$ cat config.mk
export PLATFORM = sky130hd
export DESIGN_NAME = mwdma_strobe_gen
export DESIGN_NICKNAME = d
export VERILOG_FILES = /design/src/rtl/mwdma_pkg.sv /design/src/rtl/mwdma_class_sel.sv /design/src/rtl/mwdma_ctrl.sv /design/src/rtl/mwdma_dpath.sv /design/src/rtl/mwdma_strobe_gen.sv
export SDC_FILE = /design/constraint.sdc
export NUM_CORES = 1
export LEC_CHECK = 0
export CAP_MARGIN = 25
export CORE_MARGIN = 2
export CORE_UTILIZATION = 41
export CTS_BUF_LIST = sky130_fd_sc_hd__clkbuf_4 sky130_fd_sc_hd__clkbuf_8 sky130_fd_sc_hd__clkbuf_16
export DETAILED_ROUTE_END_ITERATION = 8
export DONT_BUFFER_PORTS = 1
export GPL_TIMING_DRIVEN = 0
export PLACE_DENSITY_LB_ADDON = 0.15
export SYNTH_ARGS = -nofsm -noshare
export SYNTH_HDL_FRONTEND = slang
export SYNTH_SLANG_ARGS = --single-unit
$ cat constraint.sdc
create_clock -name clk -period 3.1 [get_ports clk]
set_clock_uncertainty 0.15 [all_clocks]
set_input_delay 0.465 -clock clk [delete_from_list [all_inputs] [get_ports clk]]
set_output_delay 0.465 -clock clk [all_outputs]
set_load 0.005 [all_outputs]
$ cat src/rtl/mwdma_pkg.sv
package mwdma_pkg;

  localparam int TICK_PS = 62500;

  typedef enum logic [1:0] {
    CLS_A = 2'd0,
    CLS_B = 2'd1,
    CLS_C = 2'd2,
    CLS_D = 2'd3
  } strobeClass_t;

  // selector limits, ns
  localparam int D_ACT_MAX = 50;
  localparam int D_REC_MAX = 375;
  localparam int D_CYC_MAX = 425;
  localparam int C_ACT_MAX = 125;
  localparam int C_REC_MAX = 375;
  localparam int C_CYC_MAX = 500;
  localparam int B_ACT_MAX = 200;
  localparam int B_REC_MAX = 550;
  localparam int B_CYC_MAX = 750;

  function automatic int activeNs(strobeClass_t c);
    case (c)
      CLS_A:   return 250;
      CLS_B:   return 187;
      CLS_C:   return 125;
      default: return 62;
    endcase
  endfunction

  function automatic int recoverNs(strobeClass_t c);
    case (c)
      CLS_A:   return 312;
      CLS_B:   return 250;
      default: return 125;
    endcase
  endfunction

  // nearest whole tick
  function automatic int nsToTicks(int ns);
    return (ns * 1000 + TICK_PS / 2) / TICK_PS;
  endfunction

  typedef enum logic [1:0] {
    S_IDLE = 2'd0,
    S_WAIT = 2'd1,
    S_ACT  = 2'd2,
    S_REC  = 2'd3
  } xferState_t;

  typedef struct packed {
    logic loadCfg;
    logic launch;
    logic loadAct;
    logic loadRec;
    logic wordDone;
    logic captureWr;
  } ctrlStrb_t;

endpackage

$ cat src/rtl/mwdma_class_sel.sv
module mwdma_class_sel
  import mwdma_pkg::*;
#(
  parameter int ACT_W = 10,
  parameter int REC_W = 10,
  parameter int CYC_W = 11
) (
  input  logic [ACT_W-1:0] actNs,
  input  logic [REC_W-1:0] recNs,
  input  logic [CYC_W-1:0] cycNs,
  output strobeClass_t     cls
);
  logic fitsD, fitsC, fitsB;

  always_comb begin
    fitsD = (32'(actNs) <= D_ACT_MAX) && (32'(recNs) <= D_REC_MAX) && (32'(cycNs) <= D_CYC_MAX);
    fitsC = (32'(actNs) <= C_ACT_MAX) && (32'(recNs) <= C_REC_MAX) && (32'(cycNs) <= C_CYC_MAX);
    fitsB = (32'(actNs) <= B_ACT_MAX) && (32'(recNs) <= B_REC_MAX) && (32'(cycNs) <= B_CYC_MAX);
    if (fitsD)      cls = CLS_D;
    else if (fitsC) cls = CLS_C;
    else if (fitsB) cls = CLS_B;
    else            cls = CLS_A;
  end
endmodule

$ cat src/rtl/mwdma_ctrl.sv
module mwdma_ctrl
  import mwdma_pkg::*;
(
  input  logic      clk,
  input  logic      rstN,
  input  logic      cfgWrite,
  input  logic      start,
  input  logic      stop,
  input  logic      dmarq,
  input  logic      tickZero,
  input  logic      wordsZero,
  input  logic      cfgCountZero,
  input  logic      isWrite,
  output ctrlStrb_t strb,
  output logic      busy,
  output logic      done,
  output logic      dmackN,
  output logic      diorN,
  output logic      diowN,
  output logic      ddOe
);
  xferState_t state, stateNext;
  logic stopFlag, stopPend, doneNext;

  assign stopPend = stopFlag | stop;

  always_comb begin
    stateNext = state;
    strb      = '0;
    doneNext  = 1'b0;
    case (state)
      S_IDLE: begin
        strb.loadCfg = cfgWrite;
        if (start && !cfgCountZero) begin
          stateNext   = S_WAIT;
          strb.launch = 1'b1;
        end
      end
      S_WAIT: begin
        if (stopPend) begin
          stateNext = S_IDLE;
        end else if (dmarq) begin
          stateNext      = S_ACT;
          strb.loadAct   = 1'b1;
          strb.captureWr = isWrite;
        end
      end
      S_ACT: begin
        if (tickZero) begin
          stateNext     = S_REC;
          strb.loadRec  = 1'b1;
          strb.wordDone = 1'b1;
        end
      end
      default: begin
        if (tickZero) begin
          if (wordsZero) begin
            stateNext = S_IDLE;
            doneNext  = 1'b1;
          end else if (stopPend) begin
            stateNext = S_IDLE;
          end else if (dmarq) begin
            stateNext      = S_ACT;
            strb.loadAct   = 1'b1;
            strb.captureWr = isWrite;
          end else begin
            stateNext = S_WAIT;
          end
        end
      end
    endcase
  end

  always_ff @(posedge clk or negedge rstN) begin
    if (!rstN) begin
      state    <= S_IDLE;
      done     <= 1'b0;
      stopFlag <= 1'b0;
    end else begin
      state <= stateNext;
      done  <= doneNext;
      if (state == S_IDLE) stopFlag <= 1'b0;
      else if (stop)       stopFlag <= 1'b1;
    end
  end

  assign busy   = (state != S_IDLE);
  assign dmackN = (state == S_IDLE);
  assign diorN  = !((state == S_ACT) && !isWrite);
  assign diowN  = !((state == S_ACT) && isWrite);
  assign ddOe   = isWrite && ((state == S_ACT) || (state == S_REC));
endmodule

$ cat src/rtl/mwdma_dpath.sv
module mwdma_dpath
  import mwdma_pkg::*;
#(
  parameter int WORD_W = 16,
  parameter int DATA_W = 16,
  parameter int CHAN_W = 1,
  parameter int CNT_W  = 4
) (
  input  logic              clk,
  input  logic              rstN,
  input  ctrlStrb_t         strb,
  input  strobeClass_t      newClass,
  input  logic              newIsWrite,
  input  logic [CHAN_W-1:0] newChannel,
  input  logic [WORD_W-1:0] newWords,
  input  logic [DATA_W-1:0] ddIn,
  input  logic [DATA_W-1:0] wrData,
  output logic              isWrite,
  output logic [CHAN_W-1:0] chanSel,
  output logic              tickZero,
  output logic              wordsZero,
  output logic              cfgCountZero,
  output logic [DATA_W-1:0] ddOut,
  output logic [DATA_W-1:0] rdData,
  output logic              rdValid
);
  strobeClass_t      cls;
  logic [WORD_W-1:0] cfgWords, remaining;
  logic [CNT_W-1:0]  tickCnt, actLoad, recLoad;

  assign actLoad      = CNT_W'(nsToTicks(activeNs(cls)) - 1);
  assign recLoad      = CNT_W'(nsToTicks(recoverNs(cls)) - 1);
  assign tickZero     = (tickCnt == '0);
  assign wordsZero    = (remaining == '0);
  assign cfgCountZero = (cfgWords == '0);

  always_ff @(posedge clk or negedge rstN) begin
    if (!rstN) begin
      cls      <= CLS_A;
      isWrite  <= 1'b0;
      chanSel  <= '0;
      cfgWords <= '0;
    end else if (strb.loadCfg) begin
      cls      <= newClass;
      isWrite  <= newIsWrite;
      chanSel  <= newChannel;
      cfgWords <= newWords;
    end
  end

  always_ff @(posedge clk or negedge rstN) begin
    if (!rstN) begin
      remaining <= '0;
      tickCnt   <= '0;
    end else begin
      if (strb.launch)        remaining <= cfgWords;
      else if (strb.wordDone) remaining <= remaining - 1'b1;
      if (strb.loadAct)       tickCnt <= actLoad;
      else if (strb.loadRec)  tickCnt <= recLoad;
      else if (!tickZero)     tickCnt <= tickCnt - 1'b1;
    end
  end

  always_ff @(posedge clk or negedge rstN) begin
    if (!rstN) begin
      ddOut   <= '0;
      rdData  <= '0;
      rdValid <= 1'b0;
    end else begin
      if (strb.captureWr) ddOut <= wrData;
      rdValid <= strb.wordDone && !isWrite;
      if (strb.wordDone && !isWrite) rdData <= ddIn;
    end
  end
endmodule

$ cat src/rtl/mwdma_strobe_gen.sv
module mwdma_strobe_gen
  import mwdma_pkg::*;
#(
  parameter int ACT_W  = 10,
  parameter int REC_W  = 10,
  parameter int CYC_W  = 11,
  parameter int WORD_W = 16,
  parameter int DATA_W = 16,
  parameter int CHAN_W = 1,
  parameter int CNT_W  = 4
) (
  input  logic              clk,
  input  logic              rstN,
  input  logic              cfgWrite,
  input  logic              cfgUseClass,
  input  logic [1:0]        cfgClass,
  input  logic [ACT_W-1:0]  cfgActiveNs,
  input  logic [REC_W-1:0]  cfgRecoverNs,
  input  logic [CYC_W-1:0]  cfgCycleNs,
  input  logic              cfgIsWrite,
  input  logic [CHAN_W-1:0] cfgChannel,
  input  logic [WORD_W-1:0] cfgWords,
  output logic              cfgReject,
  input  logic              start,
  input  logic              stop,
  output logic              busy,
  output logic              done,
  output logic [CHAN_W-1:0] chanSel,
  input  logic              dmarq,
  output logic              dmackN,
  output logic              diorN,
  output logic              diowN,
  input  logic [DATA_W-1:0] ddIn,
  output logic [DATA_W-1:0] ddOut,
  output logic              ddOe,
  input  logic [DATA_W-1:0] wrData,
  output logic              wrTake,
  output logic [DATA_W-1:0] rdData,
  output logic              rdValid
);
  ctrlStrb_t    strb;
  strobeClass_t selClass, newClass;
  logic         isWrite, tickZero, wordsZero, cfgCountZero;

  mwdma_class_sel #(.ACT_W(ACT_W), .REC_W(REC_W), .CYC_W(CYC_W)) u_sel (
    .actNs(cfgActiveNs), .recNs(cfgRecoverNs), .cycNs(cfgCycleNs), .cls(selClass)
  );

  assign newClass  = cfgUseClass ? strobeClass_t'(cfgClass) : selClass;
  assign cfgReject = cfgWrite && busy;
  assign wrTake    = strb.captureWr;

  mwdma_ctrl u_ctrl (
    .clk(clk), .rstN(rstN), .cfgWrite(cfgWrite), .start(start), .stop(stop),
    .dmarq(dmarq), .tickZero(tickZero), .wordsZero(wordsZero),
    .cfgCountZero(cfgCountZero), .isWrite(isWrite), .strb(strb),
    .busy(busy), .done(done), .dmackN(dmackN), .diorN(diorN),
    .diowN(diowN), .ddOe(ddOe)
  );

  mwdma_dpath #(.WORD_W(WORD_W), .DATA_W(DATA_W), .CHAN_W(CHAN_W), .CNT_W(CNT_W)) u_dp (
    .clk(clk), .rstN(rstN), .strb(strb), .newClass(newClass),
    .newIsWrite(cfgIsWrite), .newChannel(cfgChannel), .newWords(cfgWords),
    .ddIn(ddIn), .wrData(wrData), .isWrite(isWrite), .chanSel(chanSel),
    .tickZero(tickZero), .wordsZero(wordsZero), .cfgCountZero(cfgCountZero),
    .ddOut(ddOut), .rdData(rdData), .rdValid(rdValid)
  );
endmodule

* After elaboration in Yosys (flattened, before gate mapping)
Index checks and enable logic that the tools add are counted.
** Operators by class
- Magnitude comparators :: 8
- Reductions and logical operators :: 29
- Bitwise operators :: 1
- Div/mod/pow operators :: 2
- Shifts and indexed selects :: 0
- Equality and inequality tests :: 9
- $mul :: 2
- $add $sub $neg :: 6
- Mux-type cells :: 39
** Operators with widths (number)
- adder 32 x 16 -> 32 bit (second input constant) :: 2
- divider 32 x 17 -> 32 bit (second input constant) :: 2
- zero test 16 bit :: 2
- two-way mux 16 bit :: 2
- two-way mux 2 bit :: 14
- one-hot mux 8 bit (3 select lines) :: 1
- <= comparator 11 x 9 -> 1 bit (second input constant) :: 2
- one-hot mux 9 bit (2 select lines) :: 1
- multiplier 9 x 7 -> 16 bit (second input constant) :: 1
- subtractor 16 x 1 -> 16 bit (second input constant) :: 1
- multiplier 8 x 7 -> 15 bit (second input constant) :: 1
- two-way mux 1 bit :: 15
- logical AND 1 bit :: 12
- two-way mux 4 bit :: 3
- <= comparator 11 x 10 -> 1 bit (second input constant) :: 1
- <= comparator 10 bit (second input constant) :: 1
- <= comparator 10 x 6 -> 1 bit (second input constant) :: 1
- <= comparator 10 x 7 -> 1 bit (second input constant) :: 1
- <= comparator 10 x 8 -> 1 bit (second input constant) :: 1
- <= comparator 10 x 9 -> 1 bit (second input constant) :: 1
- subtractor 4 x 2 -> 4 bit (second input constant) :: 2
- equality test 2 bit (second input constant) :: 3
- one-hot mux 2 bit (3 select lines) :: 1
- nonzero test 2 bit :: 3
- other kinds (16) :: 22
** Storage, ports and cells
- Memories kept :: 0
- Register bits :: 77
- RAM bits :: 0
- Output and inout port bits :: 42
- Memory bits (read-only) :: 0
- Latch bits :: 0
- Word-level logic and storage cells :: 108
- Input port bits :: 90

* Longest topological paths before layout
- Word-level depth :: 8
- Gate-level depth with buffers :: 12
- Gate-level depth less buffers :: 12

* By module
A second synthesis with hierarchy kept.
** Second synthesis, totals
- Cell total of the unflattened synthesis :: 433
- Area, all modules :: 4534.3 µm²
** By module, submodules not included
- mwdma_dpath :: cells an instance 363, area each 3997.6 µm², times used 1, sequential area each 1826.8 µm²
- mwdma_ctrl :: cells an instance 30, area each 272.8 µm², times used 1, sequential area each 100.1 µm²
- mwdma_class_sel :: cells an instance 37, area each 235.2 µm², times used 1, sequential area each 0.0 µm²
- mwdma_strobe_gen :: cells an instance 3, area each 28.8 µm², times used 1, sequential area each 0.0 µm²

* Worst setup path before layout
OpenSTA, ideal clock, no wires.
- Path type :: register -> output
- From :: register u_dp.remaining[0]
- To :: output port wrTake
- Buffers on the path :: 2
- Stages on the path, launching flop included :: 9
- Path slack :: 391 ps
- Arrival time :: 2094 ps
- Cell sequence :: dfrtp_1 -> inv_1 -> ha_1 -> or3b_4 -> or4_4 -> buf_6 -> o31ai_4 -> a21oi_4 -> buf_6
** Between the ends
- Longest elaborated chain between the ends :: 4
** Ends and longest elaborated chain
- start, declared :: RTL line mwdma_dpath.sv:28 : logic [WORD_W-1:0] cfgWords, remaining;
- start signal, assigned :: RTL line mwdma_dpath.sv:56 : if (strb.launch) remaining <= cfgWords;
- start signal, assigned :: RTL line mwdma_dpath.sv:57 : else if (strb.wordDone) remaining <= remaining - 1'b1;
- zero test 16 bit :: RTL line mwdma_dpath.sv:34 : assign wordsZero = (remaining == '0);
- two-way mux 1 bit :: RTL line mwdma_ctrl.sv:57 : if (wordsZero) begin
- two-way mux 1 bit :: RTL line mwdma_ctrl.sv:56 : if (tickZero) begin
- one-hot mux 1 bit (2 select lines) :: RTL line mwdma_ctrl.sv:31 : case (state)
- end, declared :: RTL line mwdma_strobe_gen.sv:37 : output logic wrTake,
Every way passes these cells.

* Final worst setup path
Same ends and word-level chain as after synthesis.

==> flow_summary_export.csv <==
group,metric,value,unit
sta,slew_violations,0,
critical_path,reg2reg_to,"u_dp.ddOut[5]$_DFFE_PN0P_",
power,p_sw,1480,uW
grt,grt_start_max_net_pins,78,
critical_path,r2r_setup_slack,0.24,ns
synth,yosys-mux-area-fraction,0.155,
sta,post-route-period-util,0.971,
placed_design,routabilityCongestion,0.785,
die,dieWidth,102,um
critical_path,rr_startpoint,"u_dp.remaining[0]$_DFFE_PN0P_",
grt,grt_usage,0.159,
die,start_util,0.426,
drt,drtIter0Drc,69,
power,p_int,2630,uW
critical_path,path_class,"reg2out",
sta,whs,0.0880,ns
drt,finalWirelength,8350,um
power,ir_drop,0.335,mV
synth,syn_area_per_cell,11.5,um2
critical_path,path_max_fanout,7,
power,total_power,4110,uW
synth,syn_area,3980,um2
synth,synthSimpleGateAreaFrac,0.128,
power,combPwrFrac,0.361,
sta,finalSetupViolations,0,
placed_design,place_hpwl,6070,um
cells_and_area,layout-drive-gt1-share,0.244,
grt,antenna_found_initial,0,
critical_path,critPathCapture,"wrTake",
sta,worst_pin_slew,0.669,ns
sta,tns,0,ns
power,total_leakage_power,0.00190,uW
cells_and_area,area_growth,12.3,%
clock_network,root_buffer,"clkbuf_8",
synth,synth-edff-count,0,
critical_path,crit_path_end_kind,"output pin",
critical_path,crit_arrival,2.39,ns
power,pwr-share-clk,0.188,
synth,yosysUniqueCellTypes,59,
sta,finalHoldViolations,0,
synth,ys_ff_latch,77,
worst_hold_path,holdPathStages,1,
synth,yosys_warnings,0,
grt,grt_overflow_total,0,
sta,fmax,0.332,GHz
drt,vias_per_cell,5.61,
die,rows,35,
synth,syn_nets,451,
cells_and_area,diodes,0,
worst_hold_path,worstHoldPathType,"in2reg",
synth,synthCells,345,
drt,ant_nets,0,
cells_and_area,fillerInstances,861,
clock_network,cts_made_buffers,9,
clock_network,cts.clk_slew.worst_paths,0.09,ns
synth,synth_flop_cell,"dfrtp_1",
synth,ys_seq_area_frac,0.484,
sta,period_minus_slack,3.01,ns
grt,grtUsageMet3,0.0502,
synth,synth-compound-area-share,0.147,
drt,avgRoutedWirePerCell,16.8,um
grt,grt_use_met1,0.207,
critical_path,start_kind,"flip-flop",
grt,grt_use_met2,0.248,
outcome,status,"completed",
drt,vias,2792,
run,drv_cap,0,
synth,synth-adder-area-share,0.0503,
synth,synth_top_family_by_area,"multiplexers",
die,dieArea,10500,um2
die,die_y,102,um
grt,grt_pass1_vias,2684,
sta,slew_headroom,0.552,
synth,synthXorXnorAreaFrac,0.00661,
drt,drc,0,
critical_path,reg2reg_depth,9,
grt,top_usage_layer,"met2",
critical_path,critPathRequiredTime,2.48,ns
power,p_seq_frac,0.451,
power,switching_share,0.361,
drt,drtPass1Iterations,4,
clock_network,clockBufferDepth,2,
placed_design,io_buffer_count,0,
die,io_pins,132,
synth,synthArstFlopShare,1.00,
clock_network,clock_sinks,77,
grt,grt_pass1_wl,12900,um
clock_network,clock_insertion_delay_worst_skew,0.35,ns
critical_path,crit_start,"u_dp.remaining[0]$_DFFE_PN0P_",
cells_and_area,final_nets,470,
power,powerDensity,920,nW/um2
die,coreArea,9330,um2
clock_network,h-tree-depth,3,
clock_network,cts_tree,"built",
-- layout make-up --
type                    instances  area, um2  share of cell area
multi-input cells             242       1950               0.437
flip-flops and latches         77       1930               0.431
well taps                     129        161              0.0361
clock buffers                   9        124              0.0277
repair buffers                  9        115              0.0258
clock inverters                 7       81.3              0.0182
inverters                      15       56.3              0.0126
plain buffers                  10       51.3              0.0115
-- power by group through the flow --
stage | Combinational [uW] | Clock, uW | Sequential, uW
2_1_floorplan | 1190 | 0 | 1750
5_1_grt | 1680 | 857 | 1930
3_3_place_gp | 1380 | 0 | 1860
6_report | 1490 | 772 | 1850
4_1_cts | 1490 | 808 | 1850
3_5_place_dp | 1420 | 0 | 1880
-- worst max-delay path: stages, from the launching register on --
cell	delay [ns]
dfrtp_1	0.40
inv_2	0.07
ha_2	0.18
or3b_4	0.38
or4_4	0.49
o31ai_4	0.27
a21oi_4	0.11
buf_8	0.15
-- stage by stage --
step | instances | utilization | area (um2) | setup WS [ns]
2_1_floorplan | 345 | - | 3980 | 0.391
3_3_place_gp | 474 | 0.444 | 4140 | 0.0706
3_5_place_dp | 474 | 0.444 | 4140 | 0.0339
4_1_cts | 497 | 0.477 | 4450 | 0.0111
5_1_grt | 498 | 0.479 | 4470 | -0.00266
6_report | 498 | 0.479 | 4470 | 0.0913
-- registers in the layout, indices dropped and copies added (netlist names), 2 cells and up --
name / count
u_dp.cfgWords: 16
u_dp.tickCnt: 4
u_ctrl.state: 2
u_dp.ddOut: 16
u_dp.cls: 2
u_dp.rdData: 16
u_dp.remaining: 16
-- cells by family after synthesis --
kind of cell,after synthesis
AOI/OAI and AO/OA,76
xor gates and xnor gates,3
adders and majority gates,16
buffers and inverters,26
DFF,77
muxes,52
and+or+nand+nor,95
-- metal layers --
metal	wire length, um	part of all wire
met1	3740	0.45
met3	600	0.072
met5	0	0
met4	151	0.018
met2	3860	0.46
-- layout by cell type, fill, tap and decap left out, drive strengths merged, types with 2 or more instances in the layout --
cell	Yosys	layout
clkinv	0	3
and4	2	2
ha	16	16
dfrtp	77	77
a21boi	7	7
inv	15	17
and2	2	2
a221o	8	8
mux2	50	50
a211oi	2	2
nor2	18	18
or3	4	4
xnor2	3	3
or4	9	9
nor4	3	3
a211o	4	4
a21oi	9	9
o21ai	16	16
nand4	2	2
clkbuf	5	14
nor3b	2	2
o221ai	4	4
or2	4	4
mux2i	2	2
o211ai	3	3
a31oi	4	4
nand2	23	23
or3b	2	2
nor2b	3	3
o31ai	6	6
nand2b	3	3
nor3	14	14
buf	6	12
and3	2	2
-- how the worst min path moves through the flow --
| stage | from | endpoint | slack, ns |
|---|---|---|---|
| global route | wrData[2] | u_dp.ddOut[2]$_DFFE_PN0P_ | 0.07 |
| detailed placement | rstN | u_dp.rdData[12]$_DFFE_PN0P_ | 0.02 |
| global placement | rstN | u_dp.rdData[12]$_DFFE_PN0P_ | 0.02 |
| finish | wrData[2] | u_dp.ddOut[2]$_DFFE_PN0P_ | 0.09 |
| CTS | wrData[2] | u_dp.ddOut[2]$_DFFE_PN0P_ | 0.07 |
| floorplan | rstN | u_ctrl.done$_DFF_PN0_ | 0.02 |
-- Yosys cell counts, types with 8 or more instances --
cell type	count	share of area
dfrtp_1	77	0.48
mux2_2	40	0.11
nand2_1	23	0.022
nor2_1	18	0.017
ha_1	16	0.050
inv_1	15	0.014
o21ai_0	15	0.019
nor3_1	14	0.018
mux2_4	9	0.034
a21oi_1	8	0.010
a221o_1	8	0.020
or4_1	8	0.015
-- what timing repair did --
item | in CTS | in global routing
buffers inserted | 5 | 1
endpoints found under the setup margin | 1 | 12
gates resized for setup | 3 | 3
hold endpoints to repair | 77 | 0
hold buffers | 2 | 0
pin swaps | 2 | 1
gates cloned | 1 | 0
No activity file was read; power rests on OpenSTA's default activity.
